--- config.mk ---
export PLATFORM = sky130hd
export DESIGN_NAME = slotlink_rx
export DESIGN_NICKNAME = d
export VERILOG_FILES = /design/src/rtl/slotlink_rx_pkg.sv /design/src/rtl/slotlink_rx_ctl.sv /design/src/rtl/slotlink_rx_dp.sv /design/src/rtl/slotlink_rx.sv
export SDC_FILE = /design/constraint.sdc
export NUM_CORES = 1
export LEC_CHECK = 0
export ABC_AREA = 1
export BUFFER_PORTS_ARGS = -buffer_cell sky130_fd_sc_hd__buf_2
export CAP_MARGIN = 10
export CELL_PAD_IN_SITES_DETAIL_PLACEMENT = 0
export CELL_PAD_IN_SITES_GLOBAL_PLACEMENT = 1
export CORE_MARGIN = 5
export CORE_UTILIZATION = 44
export CTS_CLUSTER_SIZE = 28
export DETAILED_ROUTE_END_ITERATION = 16
export PLACE_DENSITY_LB_ADDON = 0.15
export SLEW_MARGIN = 40
export SYNTH_ARGS = -nofsm -noshare
export SYNTH_HDL_FRONTEND = slang
export SYNTH_SLANG_ARGS = --single-unit
--- constraint.sdc ---
create_clock -name clk -period 3.45 [get_ports clk]
set_input_delay 0.345 -clock clk [delete_from_list [all_inputs] [get_ports clk]]
set_output_delay 0.345 -clock clk [all_outputs]
set_load 0.03 [all_outputs]
--- src/rtl/slotlink_rx_pkg.sv ---
package slotlink_rx_pkg;
  localparam int SLOT_IDX_W = 4;

  // strobes from control to datapath, one bit time each
  typedef struct packed {
    logic                  shiftEn;
    logic                  capTag;
    logic                  capSlot;
    logic [SLOT_IDX_W-1:0] slotIdx;
    logic                  frameErr;
  } ctlStrobeT;
endpackage

--- src/rtl/slotlink_rx_ctl.sv ---
module slotlink_rx_ctl
  import slotlink_rx_pkg::*;
#(
  parameter int TAG_BITS  = 16,
  parameter int SLOT_BITS = 20,
  parameter int NUM_SLOTS = 12
) (
  input  logic      clk,
  input  logic      rstN,
  input  logic      bitEn,
  input  logic      syncIn,
  output ctlStrobeT strb
);
  localparam int FRAME_BITS = TAG_BITS + SLOT_BITS * NUM_SLOTS;
  localparam int CNT_W      = $clog2(FRAME_BITS + 1);
  localparam int SB_W       = $clog2(SLOT_BITS);

  logic             syncPrev;
  logic             inFrame;
  logic [CNT_W-1:0] bitCnt;
  logic [SB_W-1:0]  slotBit;
  logic [SLOT_IDX_W-1:0] slotNo;

  logic             syncRise;
  logic             take;
  logic             inData;
  logic             slotEnd;
  logic [CNT_W-1:0] nextCnt;

  always_comb begin
    syncRise = bitEn && syncIn && !syncPrev;
    take     = syncRise || (bitEn && inFrame && (bitCnt < CNT_W'(FRAME_BITS)));
    nextCnt  = syncRise ? CNT_W'(1) : bitCnt + CNT_W'(1);
    inData   = !syncRise && (bitCnt >= CNT_W'(TAG_BITS));
    slotEnd  = (slotBit == SB_W'(SLOT_BITS - 1));

    strb.shiftEn  = take;
    strb.capTag   = take && (nextCnt == CNT_W'(TAG_BITS));
    strb.capSlot  = take && inData && slotEnd;
    strb.slotIdx  = slotNo;
    strb.frameErr = syncRise && inFrame && (bitCnt != CNT_W'(FRAME_BITS));
  end

  always_ff @(posedge clk) begin
    if (!rstN) begin
      syncPrev <= 1'b0;
      inFrame  <= 1'b0;
      bitCnt   <= '0;
      slotBit  <= '0;
      slotNo   <= SLOT_IDX_W'(1);
    end else begin
      if (bitEn) syncPrev <= syncIn;
      if (take) begin
        inFrame <= 1'b1;
        bitCnt  <= nextCnt;
        if (syncRise) begin
          slotBit <= '0;
          slotNo  <= SLOT_IDX_W'(1);
        end else if (inData) begin
          if (slotEnd) begin
            slotBit <= '0;
            slotNo  <= slotNo + SLOT_IDX_W'(1);
          end else begin
            slotBit <= slotBit + SB_W'(1);
          end
        end
      end
    end
  end
endmodule

--- src/rtl/slotlink_rx_dp.sv ---
module slotlink_rx_dp
  import slotlink_rx_pkg::*;
#(
  parameter int TAG_BITS  = 16,
  parameter int SLOT_BITS = 20,
  parameter int NUM_SLOTS = 12
) (
  input  logic                  clk,
  input  logic                  rstN,
  input  logic                  dataIn,
  input  ctlStrobeT             strb,
  output logic                  codecReady,
  output logic [NUM_SLOTS-1:0]  tagValid,
  output logic                  tagStrobe,
  output logic [SLOT_BITS-1:0]  slotData,
  output logic [SLOT_IDX_W-1:0] slotNum,
  output logic                  slotValid,
  output logic                  slotStrobe,
  output logic                  frameErr
);
  logic [SLOT_BITS-1:0] shReg;
  logic [SLOT_BITS-1:0] nextSh;
  logic [NUM_SLOTS-1:0] tagFlags;

  assign nextSh = {shReg[SLOT_BITS-2:0], dataIn};

  // flag for slot k sits k places after the ready bit
  for (genvar i = 0; i < NUM_SLOTS; i++) begin : g_flag
    assign tagFlags[i] = nextSh[TAG_BITS-2-i];
  end

  always_ff @(posedge clk) begin
    if (!rstN) begin
      shReg      <= '0;
      codecReady <= 1'b0;
      tagValid   <= '0;
      tagStrobe  <= 1'b0;
      slotData   <= '0;
      slotNum    <= '0;
      slotValid  <= 1'b0;
      slotStrobe <= 1'b0;
      frameErr   <= 1'b0;
    end else begin
      tagStrobe  <= strb.capTag;
      slotStrobe <= strb.capSlot;
      frameErr   <= strb.frameErr;
      if (strb.shiftEn) shReg <= nextSh;
      if (strb.capTag) begin
        codecReady <= nextSh[TAG_BITS-1];
        tagValid   <= tagFlags;
      end
      if (strb.capSlot) begin
        slotData  <= nextSh;
        slotNum   <= strb.slotIdx;
        slotValid <= codecReady && tagValid[strb.slotIdx - SLOT_IDX_W'(1)];
      end
    end
  end
endmodule

--- src/rtl/slotlink_rx.sv ---
module slotlink_rx
  import slotlink_rx_pkg::*;
#(
  parameter int TAG_BITS  = 16,
  parameter int SLOT_BITS = 20,
  parameter int NUM_SLOTS = 12
) (
  input  logic                  clk,
  input  logic                  rstN,
  input  logic                  bitEn,
  input  logic                  syncIn,
  input  logic                  dataIn,
  output logic                  codecReady,
  output logic [NUM_SLOTS-1:0]  tagValid,
  output logic                  tagStrobe,
  output logic [SLOT_BITS-1:0]  slotData,
  output logic [SLOT_IDX_W-1:0] slotNum,
  output logic                  slotValid,
  output logic                  slotStrobe,
  output logic                  frameErr
);
  ctlStrobeT strb;

  slotlink_rx_ctl #(
    .TAG_BITS(TAG_BITS), .SLOT_BITS(SLOT_BITS), .NUM_SLOTS(NUM_SLOTS)
  ) u_ctl (
    .clk(clk), .rstN(rstN), .bitEn(bitEn), .syncIn(syncIn), .strb(strb)
  );

  slotlink_rx_dp #(
    .TAG_BITS(TAG_BITS), .SLOT_BITS(SLOT_BITS), .NUM_SLOTS(NUM_SLOTS)
  ) u_dp (
    .clk(clk), .rstN(rstN), .dataIn(dataIn), .strb(strb),
    .codecReady(codecReady), .tagValid(tagValid), .tagStrobe(tagStrobe),
    .slotData(slotData), .slotNum(slotNum), .slotValid(slotValid),
    .slotStrobe(slotStrobe), .frameErr(frameErr)
  );
endmodule

==> After elaboration in Yosys (flattened, before gate mapping) <==
Cells that the tools add are included.
{ "totals": {"register_bits": 80, "input_bits": 5, "out_inout_bits": 41, "elab_cells": 51} }
{ "classes": {"n_addsub": 4, "magnitude_cmp": 3, "eq_ne": 3, "mux": 9, "n_reduce_logical": 18} }
{ "op_table": {"columns": ["op", "n"], "rows": [
  ["2-to-1 mux 5 bit", 3],
  ["2-to-1 mux 4 bit", 3],
  ["logical AND 1 bit", 11],
  ["adder 9 x 1 -> 9 bit, second input constant", 1],
  ["== test 9 x 5 -> 1 bit, second input constant", 1],
  ["greater-or-equal comparator 9 x 5 -> 1 bit, second input constant", 1],
  ["< comparator 9 bit, second input constant", 1],
  ["2-to-1 mux 9 bit", 1],
  ["!= test 9 bit, second input constant", 1],
  ["adder 5 x 1 -> 5 bit, second input constant", 1],
  ["== test 5 bit, second input constant", 1],
  ["< comparator 4 x 5 -> 1 bit, second input constant", 1],
  ["adder 4 x 1 -> 4 bit, second input constant", 1],
  ["binary-select mux 1 bit (select 4 bit)", 1],
  ["nonzero test 2 bit", 2],
  ["subtractor 4 x 1 -> 4 bit, second input constant", 1],
  ["AND reduction 3 bit", 1],
  ["logical NOT 1 bit", 2],
  ["AND reduction 2 bit", 1],
  ["logical OR 1 bit", 1],
  ["2-to-1 mux 1 bit", 1]
]} }

==> Logic depth before layout (Yosys ltp) <==
{ "depth": {"word_depth": 6, "ltp_mapped": 13, "mapped_depth_nobuf": 12} }

==> Cells and area by module <==
Synthesis repeated with hierarchy kept, for this count alone.
{ "hier_totals": {"hier_cells": 463, "hier_area_um2": 3342.0} }
{ "modules_own_cells": {"columns": ["mod", "n_inst", "cells_each", "area_each_um2"], "rows": [
  ["slotlink_rx_dp", 1, 291, 2195.9],
  ["slotlink_rx_ctl", 1, 172, 1146.1]
]} }

==> Worst setup path after synthesis <==
Ideal clock, no wire load.
{ "synth_path": {"path_type": "register to register", "startpoint": "register u_ctl.bitCnt[0]", "endpoint": "register u_dp.tagValid[10]", "t_arrival_ns": 1.442, "required_ns": 3.337, "slack_ns": 1.895, "path_stages_with_launch": 12, "path_buffers": 1, "cell_sequence": "dfxtp_1 > ha_1 > nand3_1 > nand2_1 > nand2_1 > nor2_4 > nand2_2 > nor2_4 > nand2_4 > buf_4 > nor2_1 > nor2_1"} }
{ "synth_between": {"elab_chain_cells": 4} }
{ "synth_rtl": {"columns": ["element", "line", "rtl"], "rows": [
  ["from (decl)", "slotlink_rx_ctl.sv:20", "logic [CNT_W-1:0] bitCnt;"],
  ["from (signal assigned)", "slotlink_rx_ctl.sv:55", "bitCnt <= nextCnt;"],
  ["adder 9 x 1 -> 9 bit or < comparator 9 bit (tied branches)", "slotlink_rx_ctl.sv:33, slotlink_rx_ctl.sv:32", null],
  ["2-to-1 mux 9 bit or logical AND 1 bit (tied branches)", "slotlink_rx_ctl.sv:33, slotlink_rx_ctl.sv:32", null],
  ["== test 9 x 5 -> 1 bit or logical OR 1 bit (tied branches)", "slotlink_rx_ctl.sv:38, slotlink_rx_ctl.sv:32", null],
  ["logical AND 1 bit (*)", "slotlink_rx_ctl.sv:38", "strb.capTag = take && (nextCnt == CNT_W'(TAG_BITS));"],
  ["to (signal assigned)", "slotlink_rx_dp.sv:50", "tagValid <= tagFlags;"],
  ["to (decl)", "slotlink_rx_dp.sv:13", "output logic [NUM_SLOTS-1:0] tagValid,"]
]} }
Every way passes the cells marked *; elsewhere a longest branch is shown, timed or not.
A chain may end at the register's enable or synchronous reset.

==> Worst setup path after layout <==
{ "layout_path": {"startpoint": "register u_ctl.slotNo[0]", "endpoint": "register u_dp.slotValid"} }
{ "layout_between": {"elab_chain_cells": 4} }
{ "layout_rtl": {"columns": ["element", "line", "rtl"], "rows": [
  ["from (decl)", "slotlink_rx_ctl.sv:22", "logic [SLOT_IDX_W-1:0] slotNo;"],
  ["from (signal assigned)", "slotlink_rx_ctl.sv:62", "slotNo <= slotNo + SLOT_IDX_W'(1);"],
  ["subtractor 4 x 1 -> 4 bit", "slotlink_rx_dp.sv:55", "slotValid <= codecReady && tagValid[strb.slotIdx - SLOT_IDX_W'(1)];"],
  ["binary-select mux 1 bit (select 4 bit)", "slotlink_rx_dp.sv:55", null],
  ["2-to-1 mux 1 bit (not written as such)", "slotlink_rx_dp.sv:55", null],
  ["logical AND 1 bit", "slotlink_rx_dp.sv:55", null],
  ["to (signal assigned)", "slotlink_rx_dp.sv:55", null],
  ["to (decl)", "slotlink_rx_dp.sv:17", "output logic slotValid,"]
]} }
No other way between the ends. The select of a mux whose other input is x is not followed.

==> run summary <==
### Place
- 0.829 — GP Congestion
- 45 — quantity of I/O buffers inserted on ports
- 3630 um^2 — DP Area
- 5110 um — HPWL reported at the end of detailed placement
- 1410 ps — pre-CTS worst setup slack

### Finish
- 3820 um^2 — Non-Filler Cell Area, Final
- 13.3% — area overhead of the layout relative to synthesis
- 0.518 — final core area utilization
- 0 — antenna fix cells
- 507 — NumNets Final
- 0.151 — fraction of layout instances using a drive strength above 1

### Synth
- 459 — number of instances in the synthesized netlist
- sky130_fd_sc_hd__dfxtp_1 — dominant register cell in the synthesized netlist
- 7.34 um^2 — Avg Synthesized Cell Area
- 0 — share of flip-flops with an asynchronous set or reset after synthesis
- 0.476 — share of synthesized area occupied by flip-flops and latches
- 80 — flop and latch count out of synthesis
- sky130_fd_sc_hd__dfxtp_1, sky130_fd_sc_hd__nor2_1, sky130_fd_sc_hd__o21ai_0 — top area cells in the synthesized netlist
- 29 — post-synth cell types
- 0.476 — share of Yosys cell area claimed by the top area cell type
- 0 — synth warn
- 469 — Post-Synthesis Net Count
- sky130_fd_sc_hd__dfxtp_1 — largest area contributor in the synthesized netlist
- 0 — number of synthesized flops with an enable pin
- 3370 um^2 — Synth Cell Area

### Clocking
- sky130_fd_sc_hd__clkbuf_8 — Clock Root Buffer
- yes — clock tree from TritonCTS
- 2 — largest buffer count on any clock path
- 80 — CTS sink count
- 350 ps — Clk Latency, worst-skew pair
- 0 — hold buffer count at CTS
- 0 — post-CTS setup buffers
- 3 — Clock H-tree levels
- 80 ps — clock slew seen by the registers of the worst setup and hold paths
- 9 — total clock buffers created by CTS
- 0 — Resized Gates After CTS

### STA
- 240 ps — worst hold slack
- 0 — final hold violation count
- 0.595 — final worst-path cycle share
- 2050 ps — Min Clock Period, post-route
- 0.657 — worst max-slew margin expressed relative to the limit
- no — RSZ-0062 raised after global routing
- 0 — count of pins over their slew limit
- 1400 ps — worst setup margin
- 0.487 GHz — maximum frequency from static timing analysis
- 514 ps — Tightest Pin Transition
- 0 ps — total negative setup slack
- 9.01 ps — worst clock skew
- 0 — number of failing setup endpoints in the final timing report

### Detailed routing
- 7380 um — wire length reported by the detailed router
- 4.85 — average via count per standard cell
- 126 — detailed router's first-iteration violation count
- 12.3 um — detailed-route wire length per cell
- 0 — detailed-route DRC error count
- 4 — First-pass DRT Iterations
- 2,917 — vias after detailed routing
- 0 — post-detailed-route count of antenna-violating nets

### Global route
- 2,630 — number of global-route vias before repair
- 0 — GRT overflow
- 59 — largest net degree at the start of global routing
- 12,600 um — global-route wire length before repair
- 0 — antenna violations before repair
- 0.159 — overall track demand over capacity in global routing

### Die
- 9500 um^2 — Die Footprint
- 46 — number of I/O pins
- 7370 um^2 — Core Box Area
- 97.5 um — DIE WIDTH
- 31 — total number of placement rows
- 97.5 um — Vert. Die Dim
- 0.457 — Starting Density

### Run
- 0 — Maximum Capacitance Violations

### Power
- 0.00181 uW — static leakage power
- 211 uV — Worst IR Drop VDD
- 455 nW/um^2 — power per standard cell area

### Worst setup path
- 1400 ps — Register-to-Register Setup Slack
- 3670 ps — worst path required time
- flip-flop to flip-flop — crit path kind
- 2270 ps — Worst EP arrival
- flip-flop — startpoint type of the worst setup path
- 14 — highest fanout seen on the critical path
- flip-flop — type of element capturing the critical path

### Min path
- input pin to flip-flop — type of the worst min-delay path

### Run status
- completed — run status

==> logic make-up after synthesis <==
family	Yosys count	share of synthesized area
AO/OA/AOI/OAI	98	0.149
AND/OR/NAND/NOR	194	0.246
flip-flops	80	0.476
multiplexers	1	0.00297
XOR/XNOR	6	0.0156
buffers and inverters	75	0.0922
adder cells (fa/ha/maj)	5	0.0186
==> synth_stat cells (5+ instances only) <==
library cell and n:
sky130_fd_sc_hd__a21oi_1 41, sky130_fd_sc_hd__nand3_1 21, sky130_fd_sc_hd__o21ai_0 52, sky130_fd_sc_hd__buf_2 5, sky130_fd_sc_hd__nor2_1 84, sky130_fd_sc_hd__inv_1 54, sky130_fd_sc_hd__nand2_1 69, sky130_fd_sc_hd__ha_1 5
sky130_fd_sc_hd__clkbuf_1 11, sky130_fd_sc_hd__dfxtp_1 80
==> metrics by stage <==
stage               cells  power, uW
floorplan             459       1070
global placement      585       1100
detailed placement    585       1100
CTS                   601       1750
global route          601       1820
finish                601       1740
==> sequential cells by signal (all words and copies together), names as in the netlist, 4 cells and up <==
register	count
u_dp.tagValid	12
u_dp.shReg	19
u_ctl.slotBit	5
u_dp.slotData	20
u_ctl.bitCnt	9
u_dp.slotNum	4
u_ctl.slotNo	4
==> placed cells by master (no fill, tap or decap), types with 4 or more instances in the layout <==
cell type,n
sky130_fd_sc_hd__a21oi_1,41
sky130_fd_sc_hd__dfxtp_1,80
sky130_fd_sc_hd__nor2_1,84
sky130_fd_sc_hd__nor3_1,4
sky130_fd_sc_hd__nand2_1,69
sky130_fd_sc_hd__xor2_1,4
sky130_fd_sc_hd__o21ai_0,52
sky130_fd_sc_hd__inv_1,54
sky130_fd_sc_hd__ha_1,5
sky130_fd_sc_hd__nor2_2,4
sky130_fd_sc_hd__buf_2,45
sky130_fd_sc_hd__clkbuf_8,10
sky130_fd_sc_hd__nand3_1,21
==> worst paths after layout <==
path                                      start                end  cells past startpoint
worst min register to register   u_dp.shReg[15]  u_dp.slotData[16]                      2
worst max-delay path            u_ctl.slotNo[0]     u_dp.slotValid                     11
worst max register to register  u_ctl.slotNo[0]     u_dp.slotValid                     11
worst min-delay path                     dataIn   u_dp.slotData[0]                      3
==> final cells by class <==
type | instances | area (um^2)
clock inverter | 6 | 51.3
timing repair buffer | 47 | 240
clock buffer | 10 | 138
fill | 783 | 3550
tap | 99 | 124
multi-input combinational | 304 | 1460
inverter | 55 | 206
sequential | 80 | 1600
==> power by group <==
group / internal [uW] / leakage (uW) / total (uW) / switching, uW
Sequential: 950 / 0.000649 / 975 / 24.6
Combinational: 31.5 / 0.00108 / 106 / 74.2
Clock: 291 / 0.0000875 / 657 / 366
==> worst max-delay path: stages, from the launching register on <==
cell,delay [ps]
sky130_fd_sc_hd__dfxtp_1,590
sky130_fd_sc_hd__inv_1,200
sky130_fd_sc_hd__ha_1,420
sky130_fd_sc_hd__inv_1,100
sky130_fd_sc_hd__a21oi_1,110
sky130_fd_sc_hd__o21ai_0,90
sky130_fd_sc_hd__nand3_1,100
sky130_fd_sc_hd__nand2_1,50
sky130_fd_sc_hd__nor2_1,90
sky130_fd_sc_hd__nor2_1,50
sky130_fd_sc_hd__nor2_1,80
sky130_fd_sc_hd__nor2_1,50
==> layer usage <==
metal  GRT usage  vias to the layer above  wire (um)
li1            -                     1532          -
met1       0.224                     1331       3820
met2       0.238                       45       3150
met3      0.0352                        9        309
met4      0.0575                        0         90
met5           0                        -          0
Note: power is estimated with default switching activity, not from simulation.
